===== src/rtl/psc_pkg.sv =====
package psc_pkg;

  // Which arm of a phase leg this modulator serves.
  typedef enum logic {
    ARM_UPPER = 1'b0,
    ARM_LOWER = 1'b1
  } arm_side_e;

endpackage


===== src/rtl/psc_carrier_gen.sv =====
module psc_carrier_gen #(
  parameter int N_CELLS  = 8,
  parameter int REF_W    = 6,
  parameter int PRESCALE = 1
) (
  input  logic                            clk,
  input  logic                            rst,
  output logic [N_CELLS-1:0][REF_W-1:0]   tri_o,
  output logic                            peak_o
);

  localparam int PH_W  = REF_W + 1;
  localparam int SPAN  = 2 ** PH_W;
  localparam int HALF  = 2 ** REF_W;
  localparam int STEP  = SPAN / N_CELLS;
  localparam int DIV_W = (PRESCALE > 1) ? $clog2(PRESCALE) : 1;

  logic            tick;
  logic [PH_W-1:0] ph_q;

  // Optional clock prescaler to stretch the carrier period.
  generate
    if (PRESCALE > 1) begin : g_div
      logic [DIV_W-1:0] div_q;
      always_ff @(posedge clk) begin
        if (rst) begin
          div_q <= '0;
        end else if (div_q == DIV_W'(PRESCALE - 1)) begin
          div_q <= '0;
        end else begin
          div_q <= div_q + 1'b1;
        end
      end
      assign tick = (div_q == DIV_W'(PRESCALE - 1));
    end else begin : g_nodiv
      assign tick = 1'b1;
    end
  endgenerate

  // Master phase: one up/down triangle period spans SPAN ticks.
  always_ff @(posedge clk) begin
    if (rst) begin
      ph_q <= '0;
    end else if (tick) begin
      ph_q <= ph_q + 1'b1;
    end
  end

  // Sampling strobe at the top of cell 0's triangle.
  assign peak_o = tick && (ph_q == PH_W'(HALF - 1));

  // Per-cell phase offset and fold into a triangle.
  generate
    for (genvar k = 0; k < N_CELLS; k++) begin : g_cell
      localparam logic [PH_W-1:0] OFFSET = PH_W'(k * STEP);
      logic [PH_W-1:0] ph_k;
      assign ph_k     = ph_q + OFFSET;
      assign tri_o[k] = ph_k[PH_W-1] ? ~ph_k[REF_W-1:0] : ph_k[REF_W-1:0];
    end
  endgenerate

  AST_PHASE_WRAP: assert property (@(posedge clk) disable iff (rst)
    (tick && ph_q == PH_W'(SPAN - 1)) |=> (ph_q == '0));

  AST_PHASE_IDLE: assert property (@(posedge clk) disable iff (rst)
    !tick |=> $stable(ph_q));

  AST_PEAK_TOP: assert property (@(posedge clk) disable iff (rst)
    peak_o |-> (tri_o[0] == REF_W'(HALF - 1)));

endmodule


===== src/rtl/psc_ref_hold.sv =====
module psc_ref_hold
  import psc_pkg::*;
#(
  parameter int REF_W      = 6,
  parameter bit REF_SIGNED = 1'b0
) (
  input  logic             clk,
  input  logic             rst,
  input  logic             peak_i,
  input  logic             low_arm_i,
  input  logic [REF_W:0]   ref_i,
  output logic [REF_W:0]   level_o
);

  localparam int HALF = 2 ** REF_W;
  localparam int EW   = REF_W + 3;

  logic signed [EW-1:0] ext;
  logic        [REF_W:0] sat;
  logic        [REF_W:0] level_d;
  logic        [REF_W:0] level_q;
  arm_side_e             side;

  // Reference interpretation chosen by parameter.
  generate
    if (REF_SIGNED) begin : g_signed
      assign ext = $signed({{2{ref_i[REF_W]}}, ref_i}) + $signed(EW'(HALF / 2));
    end else begin : g_unsigned
      assign ext = $signed({2'b00, ref_i});
    end
  endgenerate

  // Clamp to the carrier span [0, HALF].
  always_comb begin
    if (ext < 0) begin
      sat = '0;
    end else if (ext > $signed(EW'(HALF))) begin
      sat = (REF_W + 1)'(HALF);
    end else begin
      sat = ext[REF_W:0];
    end
  end

  assign side    = arm_side_e'(low_arm_i);
  assign level_d = (side == ARM_LOWER) ? ((REF_W + 1)'(HALF) - sat) : sat;

  always_ff @(posedge clk) begin
    if (rst) begin
      level_q <= '0;
    end else if (peak_i) begin
      level_q <= level_d;
    end
  end

  assign level_o = level_q;

  AST_HOLD_STABLE: assert property (@(posedge clk) disable iff (rst)
    !peak_i |=> $stable(level_q));

  AST_LEVEL_RANGE: assert property (@(posedge clk) disable iff (rst)
    level_q <= (REF_W + 1)'(HALF));

endmodule


===== src/rtl/psc_cell_compare.sv =====
module psc_cell_compare #(
  parameter int N_CELLS = 8,
  parameter int REF_W   = 6,
  parameter int CNT_W   = 4
) (
  input  logic                           clk,
  input  logic                           rst,
  input  logic                           en_i,
  input  logic [REF_W:0]                 level_i,
  input  logic [N_CELLS-1:0][REF_W-1:0]  tri_i,
  output logic [N_CELLS-1:0]             cmd_o,
  output logic [CNT_W-1:0]               cnt_o
);

  logic [N_CELLS-1:0] cmp;
  logic [CNT_W-1:0]   cnt_d;
  logic [N_CELLS-1:0] cmd_q;
  logic [CNT_W-1:0]   cnt_q;

  generate
    for (genvar k = 0; k < N_CELLS; k++) begin : g_cmp
      assign cmp[k] = (level_i > {1'b0, tri_i[k]});
    end
  endgenerate

  always_comb begin
    cnt_d = '0;
    for (int k = 0; k < N_CELLS; k++) begin
      cnt_d = cnt_d + CNT_W'(cmp[k]);
    end
  end

  always_ff @(posedge clk) begin
    if (rst) begin
      cmd_q <= '0;
      cnt_q <= '0;
    end else if (en_i) begin
      cmd_q <= cmp;
      cnt_q <= cnt_d;
    end else begin
      cmd_q <= '0;
      cnt_q <= '0;
    end
  end

  assign cmd_o = cmd_q;
  assign cnt_o = cnt_q;

  AST_CNT_MATCH: assert property (@(posedge clk) disable iff (rst)
    cnt_q == CNT_W'($countones(cmd_q)));

  AST_DISABLED_QUIET: assert property (@(posedge clk) disable iff (rst)
    !en_i |=> (cmd_q == '0 && cnt_q == '0));

endmodule


===== src/rtl/psc_modulator.sv =====
module psc_modulator #(
  parameter int N_CELLS    = 8,
  parameter int REF_W      = 6,
  parameter int PRESCALE   = 1,
  parameter bit REF_SIGNED = 1'b0
) (
  input  logic                               clk,
  input  logic                               rst,
  input  logic                               en_i,
  input  logic                               low_arm_i,
  input  logic [REF_W:0]                     ref_i,
  output logic [N_CELLS-1:0]                 cmd_o,
  output logic [$clog2(N_CELLS+1)-1:0]       on_cnt_o
);

  localparam int CNT_W = $clog2(N_CELLS + 1);

  logic [N_CELLS-1:0][REF_W-1:0] tri_w;
  logic                          peak_w;
  logic [REF_W:0]                level_w;

  psc_carrier_gen #(
    .N_CELLS (N_CELLS),
    .REF_W   (REF_W),
    .PRESCALE(PRESCALE)
  ) carrier_i (
    .clk   (clk),
    .rst   (rst),
    .tri_o (tri_w),
    .peak_o(peak_w)
  );

  psc_ref_hold #(
    .REF_W     (REF_W),
    .REF_SIGNED(REF_SIGNED)
  ) hold_i (
    .clk      (clk),
    .rst      (rst),
    .peak_i   (peak_w),
    .low_arm_i(low_arm_i),
    .ref_i    (ref_i),
    .level_o  (level_w)
  );

  psc_cell_compare #(
    .N_CELLS(N_CELLS),
    .REF_W  (REF_W),
    .CNT_W  (CNT_W)
  ) compare_i (
    .clk    (clk),
    .rst    (rst),
    .en_i   (en_i),
    .level_i(level_w),
    .tri_i  (tri_w),
    .cmd_o  (cmd_o),
    .cnt_o  (on_cnt_o)
  );

  AST_CMD_NO_STUCK_HIGH: assert property (@(posedge clk) disable iff (rst)
    (!en_i || level_w == '0) |=> (cmd_o == '0));

endmodule


===== config.mk =====
export PLATFORM = sky130hd
export DESIGN_NAME = psc_modulator
export DESIGN_NICKNAME = d
export VERILOG_FILES = /design/src/rtl/psc_pkg.sv /design/src/rtl/psc_carrier_gen.sv /design/src/rtl/psc_ref_hold.sv /design/src/rtl/psc_cell_compare.sv /design/src/rtl/psc_modulator.sv
export SDC_FILE = /design/constraint.sdc
export NUM_CORES = 1
export LEC_CHECK = 0
export BUFFER_PORTS_ARGS = -buffer_cell sky130_fd_sc_hd__buf_2
export CAP_MARGIN = 20
export CORE_MARGIN = 2
export CORE_UTILIZATION = 51
export CTS_BUF_LIST = sky130_fd_sc_hd__clkbuf_8
export CTS_CLUSTER_DIAMETER = 50
export DETAILED_ROUTE_END_ITERATION = 10
export MAX_ROUTING_LAYER = met4
export PLACE_DENSITY_LB_ADDON = 0.2
export SLEW_MARGIN = 10
export SYNTH_ARGS = -nofsm -noshare
export SYNTH_HDL_FRONTEND = slang
export SYNTH_SLANG_ARGS = --single-unit
export TNS_END_PERCENT = 10

===== constraint.sdc =====
create_clock -name clk -period 4.6 [get_ports clk]
set_input_delay 0.23 -clock clk [delete_from_list [all_inputs] [get_ports clk]]
set_output_delay 0.23 -clock clk [all_outputs]
set_load 0.005 [all_outputs]

After elaboration in Yosys (flattened, before gate mapping)
Cells that the tools add are included.
{"block": "totals", "register_bits": 26, "latch_bits": 0, "mem_bits_rw": 0, "mem_bits_ro": 0, "in_bits": 11, "output_inout_bits": 12, "word_cells": 52, "mem_count": 0}
{"block": "op_classes", "n_addsub": 16, "n_mul": 0, "n_div": 0, "n_lt_le_gt_ge": 10, "n_eq_ne": 1, "n_shift": 0, "mux": 11, "bitwise": 9, "n_reduce_logical": 1}
{"cell": "7-bit by 6-bit > comparator with 1-bit output", "count": 8}
{"cell": "6-bit 2-to-1 mux", "count": 8}
{"cell": "6-bit NOT", "count": 8}
{"cell": "7-bit adder (second input constant)", "count": 4}
{"cell": "4-bit by 1-bit adder with 4-bit output", "count": 6}
{"cell": "7-bit 2-to-1 mux", "count": 3}
{"cell": "7-bit by 6-bit adder with 7-bit output (second input constant)", "count": 2}
{"cell": "7-bit by 1-bit adder with 7-bit output (second input constant)", "count": 1}
{"cell": "7-bit by 5-bit adder with 7-bit output (second input constant)", "count": 1}
{"cell": "7-bit by 6-bit == test with 1-bit output (second input constant)", "count": 1}
{"cell": "7-bit > comparator (second input constant)", "count": 1}
{"cell": "7-bit by 1-bit < comparator with 1-bit output (second input constant)", "count": 1}
{"cell": "7-bit subtractor (first input constant)", "count": 1}
{"cell": "1-bit by 1-bit adder with 2-bit output", "count": 1}
{"cell": "2-bit OR reduction", "count": 1}
{"cell": "1-bit NOT", "count": 1}

Longest topological paths before layout
Gate-level depths: netlist of the first run.
{"block": "logic_depth", "word_depth": 11, "ltp_mapped": 21, "depth_no_buf": 19}

Hierarchy
Synthesis of the first run repeated with hierarchy kept, for this count alone.
{"block": "hier_totals", "cells_unflattened": 344, "area_unflattened_um2": 2975.4}
{"mod": "psc_cell_compare", "instances": 1, "cells_per_inst": 205, "area_per_inst_um2": 1770.4, "seq_area_each_um2": 240.2}
{"mod": "psc_carrier_gen", "instances": 1, "cells_per_inst": 86, "area_per_inst_um2": 760.7, "seq_area_each_um2": 140.1}
{"mod": "psc_ref_hold", "instances": 1, "cells_per_inst": 53, "area_per_inst_um2": 444.2, "seq_area_each_um2": 140.1}

Worst setup path after synthesis of the first run
No wires, ideal clock.
{"block": "synth_path", "path_type": "register -> register", "from": "reg carrier_i.ph_q[6]", "to": "reg compare_i.cnt_q[2], in the netlist compare_i.cnt_o[2]", "setup_time_ns": 0.128, "t_arrival_ns": 4.666, "required_ns": 4.472, "path_slack_ns": -0.194, "path_stages_with_launch": 22, "path_buffers": 2, "period_less_slack_ns": 4.794, "cell_sequence": "dfxtp_1 buf_4 inv_1 ha_1 clkbuf_1 xnor2_1 inv_1 ha_1 nor2b_1 o21bai_1 a21oi_1 a2111oi_0 nor2_1 ha_1 inv_1 fa_1 fa_1 inv_1 fa_1 fa_1 xnor2_1 nor2_1"}
{"block": "synth_between", "elab_chain_cells": 10, "word_cells_on_any_way": 30, "cone_classes": "14 x add/sub; 8 x order compare; 8 x mux"}
{"item": "from (decl)", "line_no": "psc_carrier_gen.sv:19", "text": "logic [PH_W-1:0] ph_q;"}
{"item": "from (signal assigned)", "line_no": "psc_carrier_gen.sv:45", "text": "ph_q <= ph_q + 1'b1;"}
{"item": "7-bit by 5-bit adder with 7-bit output", "line_no": "psc_carrier_gen.sv:57", "text": "assign ph_k = ph_q + OFFSET;"}
{"item": "6-bit 2-to-1 mux", "line_no": "psc_carrier_gen.sv:58", "text": "assign tri_o[k] = ph_k[PH_W-1] ? ~ph_k[REF_W-1:0] : ph_k[REF_W-1:0];"}
{"item": "7-bit by 6-bit > comparator with 1-bit output", "line_no": "psc_cell_compare.sv:22", "text": "assign cmp[k] = (level_i > {1'b0, tri_i[k]});"}
{"item": "via compare_i.cmp[1]", "line_no": "psc_cell_compare.sv:15", "text": "logic [N_CELLS-1:0] cmp;"}
{"item": "1-bit by 1-bit adder with 2-bit output", "line_no": "psc_cell_compare.sv:29", "text": "cnt_d = cnt_d + CNT_W'(cmp[k]);"}
{"item": "4-bit by 1-bit adder with 4-bit output (6 in a row)", "line_no": "psc_cell_compare.sv:29"}
{"item": "to (signal assigned)", "line_no": "psc_cell_compare.sv:39", "text": "cnt_q <= cnt_d;"}
{"item": "to (decl)", "line_no": "psc_cell_compare.sv:18", "text": "logic [CNT_W-1:0] cnt_q;"}
The timed path passes the listed nets, and every way through them passes these cells.
A chain may end at the register's enable or synchronous reset.

Worst setup path in the final report of the first run
{"block": "layout_path", "from": "reg carrier_i.ph_q[4]", "to": "reg compare_i.cnt_q[1], in the netlist compare_i.cnt_o[1]"}
{"block": "layout_between", "elab_chain_cells": 11, "word_cells_on_any_way": 38, "cone_classes": "14 x add/sub; 8 x order compare; 8 x mux; 8 x bitwise"}
{"item": "7-bit by 5-bit adder with 7-bit output *", "line_no": "psc_carrier_gen.sv:57"}
{"item": "6-bit NOT", "line_no": "psc_carrier_gen.sv:58"}
{"item": "6-bit 2-to-1 mux *", "line_no": "psc_carrier_gen.sv:58"}
{"item": "7-bit by 6-bit > comparator with 1-bit output *", "line_no": "psc_cell_compare.sv:22"}
{"item": "via compare_i.cmp[1]", "line_no": "psc_cell_compare.sv:15"}
{"item": "1-bit by 1-bit adder with 2-bit output *", "line_no": "psc_cell_compare.sv:29"}
{"item": "4-bit by 1-bit adder with 4-bit output * (6 in a row)", "line_no": "psc_cell_compare.sv:29"}
{"item": "via compare_i.cnt_d[1]", "line_no": "psc_cell_compare.sv:16", "text": "logic [CNT_W-1:0] cnt_d;"}
The timed path passes the listed nets; every way through them passes the cells marked *.

==> flow_metrics.tcl, run 1 <==
set metrics [dict create \
    synth_cell_type_count 48 \
    nets 420 \
    rsz0062_at_grt "yes" \
    diodes 0 \
    startpoint "carrier_i.ph_q[4]" \
    r2r_end "compare_i.cnt_o[1]" \
    vias 2189 \
    yosysMostFrequentCell "ha_1" \
    cp_data_arrival_time_ns 4.77 \
    synth_edf_count 0 \
    pin_count 23 \
    hp-class "in -> reg" \
    worstRegToRegCells 19 \
    max-vdd-ir-drop_mv 0.1480 \
    ys_seq_area_frac 0.1979 \
    synth-main-ff-cell "dfxtp_1" \
    initial_core_util 0.5216 \
    syn_inst 305 \
    drive_gt1_frac 0.2392 \
    die_w_microns 75.81 \
    post-place-cells 411 \
    fin_cells 417 \
    final_hold_viol_count 0 \
    p_per_area_mw_per_mm2 162.3 \
    netlist_area_sq_mm 0.002630 \
    yosys_register_bits 26 \
    max_cap_violations 0 \
    htreeDepth 1 \
    finalCritPeriodShare 0.9908 \
    outcome "finished clean" \
    cp_max_fo 6 \
    grt_first_pass_wirelength_mm 9.597 \
    required_ns 4.81 \
    yosysTopAreaCell "ha_1" \
    leakagePower_nw 1.584 \
    cts.sinks 26 \
    first_iter_violations 48 \
    dr.pass1.iters 4 \
    startpoint_type "flop" \
    reg2reg_from "carrier_i.ph_q[4]" \
    synth_common_cells "57 x ha_1, 38 x inv_1, 26 x dfxtp_1, 25 x nor2_1, 24 x xnor2_1" \
    cts_buffers 3 \
    die_h_microns 75.81 \
    wl_per_cell_microns 14.32 \
    worst_setup_path_end_kind "flop" \
    yosysWarnings 0 \
    setup-violations-final 0 \
    antenna_left 0 \
    maxSlewViolCount 0 \
    drc 0 \
    clockBufferDepth 2 \
    dieArea_sq_mm 0.005747 \
    clock_latency_ns 0.28 \
    worst_pin_slew_ns 0.6360 \
    grt_usage 0.2236 \
    place.gp.congestion 0.8476 \
    syn_to_final_growth_pct 21.65 \
    relSlewSlack 0.5754 \
    yosys-top-cells-area "ha_1 27%, dfxtp_1 20%, xnor2_1 8.0%" \
    grt_max_degree 18 \
    grt_pass1_vias 2135 \
    crit_path_end "compare_i.cnt_o[1]" \
    post-dp-hpwl_mm 4.606 \
    timing.hold.ws_ns 0.2003 \
    synth_area_per_cell_sq_um 8.623 \
    coreArea_sq_mm 0.005042 \
    cts_tree "yes" \
    finalClockSkew_ns 0.005673 \
    fin_crit_ns 4.558 \
    path_class "reg -> reg" \
    viasPerCell 5.249 \
    wl_mm 5.970 \
    cts-root-buf "clkbuf_8" \
    portBuffers 22 \
    fill_cells 425 \
    synthArstFlopShare 0 \
    rows 26 \
    grt_remaining_overflow 0 \
    antenna_found_initial 0 \
    syn_nets 377 \
    clkSlewWorstSetupHoldPaths_ns 0.09 \
    fmax_ghz 0.2194 \
    yosysTopAreaCellShare 0.2712 \
    r2r_slack_ns 0.04 \
]
layer usage:
layer	global-route usage	wire, microns	vias up
met1	0.2743	2803	1017
met4	0.06043	101	0
met3	0.02381	98	10
met2	0.3879	2967	35
met5	-	0	-
li1	-	-	1127
report_power, final:
| group | switching, mW | internal [mW] | total, mW |
|---|---|---|---|
| Sequential | 0.00440 | 0.228 | 0.233 |
| Combinational | 0.0501 | 0.0453 | 0.0954 |
| Clock | 0.0750 | 0.117 | 0.191 |
cell families after synthesis:
logic type / synth area share
AND/OR/NAND/NOR: 0.1732
XOR/XNOR: 0.1099
adder cells (fa/ha/maj): 0.3016
multiplexers: 0.005707
buffers and inverters: 0.07945
flip-flops: 0.1979
AO/OA/AOI/OAI: 0.1323
worst max-delay path, stage by stage, from the launching register on:
cell and delay (ns):
dfxtp_2 0.35, ha_4 0.17, ha_4 0.36, xnor2_4 0.14
inv_2 0.06, ha_4 0.21, nor2b_1 0.14, o21bai_1 0.15
a21oi_1 0.10, a2111oi_2 0.38, nor2_1 0.10, ha_1 0.28
inv_1 0.05, fa_1 0.49, fa_1 0.49, inv_1 0.05
fa_2 0.34, fa_2 0.52, inv_1 0.04, nor2_1 0.09
worst min-delay path by stage:
| stage | to | start | depth (start not counted) | slack [ns] |
|---|---|---|---|---|
| finish | compare_i.cmd_o[5] | en_i | 2 | 0.20 |
| global route | compare_i.cmd_o[5] | en_i | 2 | 0.21 |
| CTS | compare_i.cmd_o[5] | en_i | 2 | 0.21 |
| detailed placement | compare_i.cmd_o[5] | en_i | 2 | 0.49 |
| global placement | compare_i.cmd_o[5] | en_i | 2 | 0.49 |
| floorplan | hold_i.level_o[4] | rst | 1 | 0.30 |
metrics by stage:
step                TNS [ns]  utilization  total power, mW  worst slack, ns  cell area, sq um
CTS                        0       0.6079           0.5163          0.02439              3065
finish                     0       0.6345           0.5194          0.04219              3199
global placement    -0.04781       0.5883           0.3241         -0.04781              2967
detailed placement   -0.1978       0.5883           0.3276          -0.1222              2967
floorplan                  0            -           0.2980          0.02252              2645
global route         -0.2193       0.6345           0.5425          -0.1531              3199
registers in the layout (all words and copies together), names as in the netlist:
register and flops:
compare_i.cnt_o 4, carrier_i.ph_q 7, hold_i.level_o 7, compare_i.cmd_o 8
placed cells by master, fill, tap and decap left out, types with 3 or more instances in the layout:
| cell type | instances |
|---|---|
| nand2b_1 | 3 |
| inv_1 | 37 |
| nand2_1 | 13 |
| xor2_1 | 7 |
| nor2_1 | 25 |
| buf_2 | 22 |
| clkbuf_8 | 3 |
| xnor2_2 | 3 |
| nor2b_1 | 11 |
| a2111oi_0 | 4 |
| o21ai_0 | 6 |
| nand4b_1 | 3 |
| a21oi_1 | 14 |
| ha_4 | 5 |
| o21bai_1 | 4 |
| ha_1 | 52 |
| buf_4 | 25 |
| a21o_1 | 3 |
| xnor2_1 | 20 |
| nor3_1 | 8 |
| nand3_1 | 5 |
| dfxtp_1 | 24 |
| a211oi_1 | 3 |
| nor4_1 | 4 |
what timing repair did:
action	in CTS	in global routing
hold buffers	0	0
buffers inserted	0	2
resized for setup	4	20
pin swaps	1	9
setup endpoints to repair	2	2
layout make-up:
cell class | instances | area, sq um | share of cell area
Clock buffer | 3 | 41.29 | 0.01291
Clock inverter | 1 | 30.03 | 0.009386
Inverter | 39 | 146.4 | 0.04576
Multi-Input combinational cell | 229 | 2051 | 0.6410
Sequential cell | 26 | 523.0 | 0.1635
Tap cell | 70 | 87.58 | 0.02738
Timing Repair Buffer | 49 | 320.3 | 0.1001
Power figures use the tool's default switching activity.
==> run 2: changes to the inputs <==
Settings changed: CTS_BUF_LIST sky130_fd_sc_hd__clkbuf_8 to default, REMOVE_ABC_BUFFERS from default to 1, SLEW_MARGIN 10 to 5.
==> run 2 against run 1 <==
The run now ends with setup timing left; fmax decreased by 1.4%; critical path depth is 1 higher; global-route usage increased by 0.28 points; clock power shrank 19%; critical path type unchanged; largest cell class unchanged; largest power group unchanged.
==> flow_metrics.tcl, run 2 (synthesis gave the netlist of run 1 again) <==
set metrics [dict create \
    outcome "finished, violations left" \
    violations "setup timing" \
    rows 26 \
    htreeDepth 1 \
    fill_cells 448 \
    p_clk_frac 0.317 \
    critPathBufInv 6 \
    cts_buffers 3 \
    seq_power_share 0.480 \
    wl_mm 5.910 \
    viasPerCell 5.188 \
    max-vdd-ir-drop_mv 0.1282 \
    wl_per_cell_microns 14.28 \
    first_iter_violations 52 \
    initial_core_util 0.5216 \
    finalCritPeriodShare 1.005 \
    antenna_found_initial 0 \
    die_h_microns 75.81 \
    multi_input_area_sq_mm 0.002085 \
    maxSlewViolCount 0 \
    p_per_area_mw_per_mm2 152.7 \
    crit_cells 20 \
    fin_crit_ns 4.624 \
    dieArea_sq_mm 0.005747 \
    path_class "reg -> reg" \
    netSwitchingPower_mw 0.1339 \
    m1WireLength_mm 2.691 \
    placed_cell_area_sq_mm 0.002923 \
    mostFrequentLayoutCell "ha_1" \
    startpoint "carrier_i.ph_q[4]" \
    comb_power_share 0.203 \
    grt_first_pass_wirelength_mm 9.439 \
    post-dp-hpwl_mm 4.533 \
    switching_share 0.2746 \
    reg2reg_from "carrier_i.ph_q[4]" \
    grt_max_degree 18 \
    dr.pass1.iters 4 \
    cp_max_fo 5 \
    setup-violations-final 1 \
    power_mw 0.4876 \
    drc 0 \
    finalClockSkew_ns 0.005723 \
    grt_remaining_overflow 0 \
    portBuffers 22 \
    place.gp.congestion 0.8191 \
    die_w_microns 75.81 \
    dr.max_layer_used "met4" \
    antenna_left 0 \
    worstRegToRegCells 20 \
    worst_setup_path_end_kind "flop" \
    coreArea_sq_mm 0.005042 \
    cpPeakStageDelay_ns 0.54 \
    clock_latency_ns 0.28 \
    crit_chain "ha_4, ha_4, buf_6, xnor2_2, inv_1, ha_1, nand2_2, a21oi_2, a2111oi_2, buf_4, nor2_2, ha_1, inv_2, fa_1, fa_1, inv_2, fa_2, fa_2, inv_2, nor2_1" \
    relSlewSlack 0.5089 \
    critPathTopFamily "adder cells" \
    nets 417 \
    stdcell_area_sq_mm 0.003194 \
    grt_pass1_vias 2065 \
    cts.sinks 26 \
    rsz0062_at_grt "yes" \
    cts-root-buf "clkbuf_8" \
    drive_gt1_frac 0.2674 \
    wl_met2_mm 2.963 \
    leakagePower_nw 1.586 \
    required_ns 4.82 \
    startpoint_type "flop" \
    vias 2148 \
    fin_cells 414 \
    timing.hold.ws_ns 0.1960 \
    intPower_mw 0.3538 \
    final_hold_viol_count 0 \
    finalWorstSetupSlack_ns -0.02408 \
    largest_reg_flops 8 \
    cp_data_arrival_time_ns 4.84 \
    clkSlewWorstSetupHoldPaths_ns 0.10 \
    dr_wl_met3_microns 106 \
    syn_to_final_growth_pct 21.46 \
    min-delay-start "en_i" \
    max_cap_violations 0 \
    diodes 0 \
    clockBufferDepth 2 \
    path_common_cell "inv_2" \
    post-place-cells 407 \
    ff_latch_area_sq_um 523.0 \
    whs_path_depth 2 \
    fmax_ghz 0.2163 \
    pin_count 23 \
    cts_tree "yes" \
    worst_pin_slew_ns 0.7357 \
    mostFrequentLayoutCells "52 x ha_1, 34 x inv_1, 24 x nor2_1, 24 x dfxtp_1" \
    grt_usage 0.2264 \
    crit_path_top_delay_cell "fa_2" \
    hp-class "in -> reg" \
]
run 2: through the flow:
stage               utilization   TNS, ns  worst slack [ns]
finish                   0.6335  -0.02408          -0.02408
global route             0.6335   -0.3610           -0.1945
CTS                      0.6017  -0.01026          -0.01026
detailed placement       0.5797   -0.5289           -0.2957
global placement         0.5797   -0.2602           -0.1558
floorplan                     -   -0.3945           -0.2202
run 2: metal layers:
metal / GRT usage / vias to the layer above
li1: - / 1124
met1: 0.2716 / 989
met2: 0.3937 / 24
met3: 0.02778 / 11
met4: 0.06823 / 0
met5: - / -
run 2: worst register-to-register path, delay by kind of cell, from the launching register on:
family | cells | cell delay (ns)
AND/OR/NAND/NOR | 3 | 0.21
buffers and inverters | 6 | 0.49
XOR/XNOR | 1 | 0.12
flip-flops | 1 | 0.35
adder cells (fa/ha/maj) | 8 | 3.00
AO/OA/AOI/OAI | 2 | 0.38
run 2: final timing paths:
check / end / slack, ns
hold / removal: compare_i.cmd_o[5] / 0.20
hold reg to reg: carrier_i.ph_q[0] / 0.58
setup / recovery: compare_i.cnt_o[1] / -0.02
setup reg to reg: compare_i.cnt_o[1] / -0.02
run 2: cell type report:
| cell class | instances | area share |
|---|---|---|
| sequential | 26 | 0.1637 |
| multi-input combinational | 229 | 0.6526 |
| tap | 70 | 0.02742 |
| clock buffer | 4 | 0.01723 |
| timing repair buffer | 46 | 0.09322 |
| inverter | 39 | 0.04583 |
run 2: power groups by stage:
stage               logic [mW]  clock network, mW  registers (mW)
global placement        0.0826                  0           0.239
CTS                     0.0888              0.158           0.234
finish                  0.0991              0.154           0.234
floorplan               0.0564                  0           0.237
global route             0.114              0.169           0.235
detailed placement      0.0861                  0           0.239
run 2: timing repair:
item	CTS	global route
gates resized for setup	10	29
endpoints found under the setup margin	2	2
hold buffers	0	0
endpoints found under the hold margin	0	0
setup buffers	0	3
pin swaps	3	9
==> run 3: changes to the inputs <==
Settings changed: ABC_AREA from default to 1, CORE_UTILIZATION 51 to 55.
==> run 3 against run 2 <==
The flow now finishes without violations; area after synthesis up 7.2%; register-to-register slack better by 0.22 ns; synthesized cell count up 27%; fmax up 5.0%; clock power up 27%; critical endpoint is now compare_i.cnt_o[2]; largest cell class unchanged; highest routed layer unchanged.
==> flow_metrics.tcl, run 3 <==
set metrics [dict create \
    largest_reg_flops 8 \
    clock_latency_ns 0.28 \
    netlist_area_sq_mm 0.002820 \
    yosysWarnings 0 \
    pin_count 23 \
    yosys-top-cells-area "ha_1 25%, dfxtp_1 18%, nand2_1 9.2%" \
    nets 480 \
    setup-violations-final 0 \
    synth_edf_count 0 \
    portBuffers 22 \
    startpoint_type "flop" \
    grt_usage 0.2477 \
    syn_inst 386 \
    grt_remaining_overflow 0 \
    cts_buffers 3 \
    cts_setup_buffers 0 \
    synth-main-ff-cell "dfxtp_1" \
    finalWorstSetupSlack_ns 0.1948 \
    yosysMostFrequentCell "nand2_1" \
    timing.hold.ws_ns 0.2443 \
    vias 2472 \
    initial_core_util 0.5593 \
    grt_max_degree 21 \
    drc 0 \
    cts-root-buf "clkbuf_8" \
    fin_cells 477 \
    yosysTopAreaCell "ha_1" \
    die_w_microns 75.61 \
    grt_pass1_vias 2401 \
    drive_gt1_frac 0.1253 \
    wl_per_cell_microns 12.83 \
    die_h_microns 75.61 \
    synthArstFlopShare 0 \
    outcome "finished clean" \
    path_class "reg -> reg" \
    hold_buffers 0 \
    cp_max_fo 6 \
    max-vdd-ir-drop_mv 0.1292 \
    relSlewSlack 0.6431 \
    finalCritPeriodShare 0.9576 \
    post-dp-hpwl_mm 4.884 \
    rows 26 \
    dr.pass1.iters 4 \
    dieArea_sq_mm 0.005716 \
    htreeDepth 1 \
    synth_area_per_cell_sq_um 7.306 \
    maxSlewViolCount 0 \
    yosys_register_bits 26 \
    grt_first_pass_wirelength_mm 10.55 \
    mostFrequentLayoutCell "nand2_1" \
    viasPerCell 5.182 \
    final_hold_viol_count 0 \
    clkSlewWorstSetupHoldPaths_ns 0.10 \
    hp-class "in -> reg" \
    synth_cell_type_count 33 \
    required_ns 4.75 \
    worst_setup_path_end_kind "flop" \
    p_per_area_mw_per_mm2 165.4 \
    cts_tree "yes" \
    fin_crit_ns 4.405 \
    finalClockSkew_ns 0.002315 \
    place.gp.congestion 0.8834 \
    cp_data_arrival_time_ns 4.56 \
    cts.sinks 26 \
    syn_to_final_growth_pct 9.805 \
    leakagePower_nw 1.694 \
    wl_mm 6.118 \
    mostFrequentLayoutCells "69 x nand2_1, 55 x ha_1, 53 x inv_1, 41 x nor2_1, 27 x a21oi_1" \
    synth_common_cells "69 x nand2_1, 57 x ha_1, 53 x inv_1, 41 x nor2_1, 27 x a21oi_1" \
    diodes 0 \
    fill_cells 437 \
    yosysTopAreaCellShare 0.2529 \
    cts_resized 0 \
    worst_pin_slew_ns 0.5340 \
    post-place-cells 473 \
    power_mw 0.5122 \
    antenna_left 0 \
    fmax_ghz 0.2270 \
    coreArea_sq_mm 0.005042 \
    first_iter_violations 112 \
    clockBufferDepth 2 \
    max_cap_violations 0 \
    antenna_found_initial 0 \
    dp_slack_ns 0.1302 \
    ys_seq_area_frac 0.1846 \
]
## run 3: final cells by class
class | instances | area (sq um) | area share
Clock buffer | 3 | 41.29 | 0.01333
Clock inverter | 1 | 30.03 | 0.009697
Inverter | 57 | 214.0 | 0.06909
Multi-Input combinational cell | 292 | 2048 | 0.6614
Sequential cell | 26 | 520.5 | 0.1681
Tap cell | 70 | 87.58 | 0.02828
Timing Repair Buffer | 28 | 155.1 | 0.05010
## run 3: worst paths after layout
kind / startpoint / endpoint / slack (ns) / depth (start not counted)
max: carrier_i.ph_q[5] / compare_i.cnt_o[2] / 0.19 / 19
min: ref_i[0] / hold_i.level_o[0] / 0.24 / 3
max reg2reg: carrier_i.ph_q[5] / compare_i.cnt_o[2] / 0.19 / 19
min reg2reg: hold_i.level_o[0] / hold_i.level_o[0] / 0.53 / 2
## run 3: per-layer routing
layer / global-route usage / wire [microns]
met3: 0.03042 / 219
met5: - / 0
met2: 0.3923 / 2726
met1: 0.3169 / 2952
met4: 0.1092 / 221
## run 3: worst max-delay path, stage by stage (launching register included)
cell	delay [ns]
dfxtp_1	0.35
ha_1	0.23
ha_4	0.35
xor2_1	0.20
inv_1	0.06
ha_1	0.31
a21oi_1	0.15
o21a_1	0.12
nand2_1	0.05
nand2_1	0.07
inv_1	0.06
ha_1	0.28
inv_1	0.07
fa_1	0.42
fa_1	0.49
inv_1	0.05
fa_1	0.39
fa_1	0.39
xnor2_1	0.17
nor2_1	0.05
## run 3: kinds of logic (layout without fill, tap and decap cells)
kind of cell             after synthesis  after routing  synth area share
adder cells (fa/ha/maj)               61             61            0.2813
XOR/XNOR                              23             23           0.07809
buffers and inverters                 68             89            0.1034
AND/OR/NAND/NOR                      149            149            0.2342
AO/OA/AOI/OAI                         59             59            0.1185
flip-flops                            26             26            0.1846
## run 3: through the flow
step                      setup TNS (ns)    util  cell area (sq um)
after global routing          -0.0003175  0.6141               3097
final                                  0  0.6141               3097
after global placement                 0  0.5921               2985
after detailed placement               0  0.5921               2985
after CTS                              0  0.6062               3057
after floorplan                        0       -               2743
## run 3: where the power goes
group          total (mW)  leakage, nW  internal (mW)  switching (mW)
sequential          0.233        0.210          0.228         0.00517
clock               0.196       0.0357          0.117          0.0798
combinational      0.0825         1.45         0.0332          0.0494
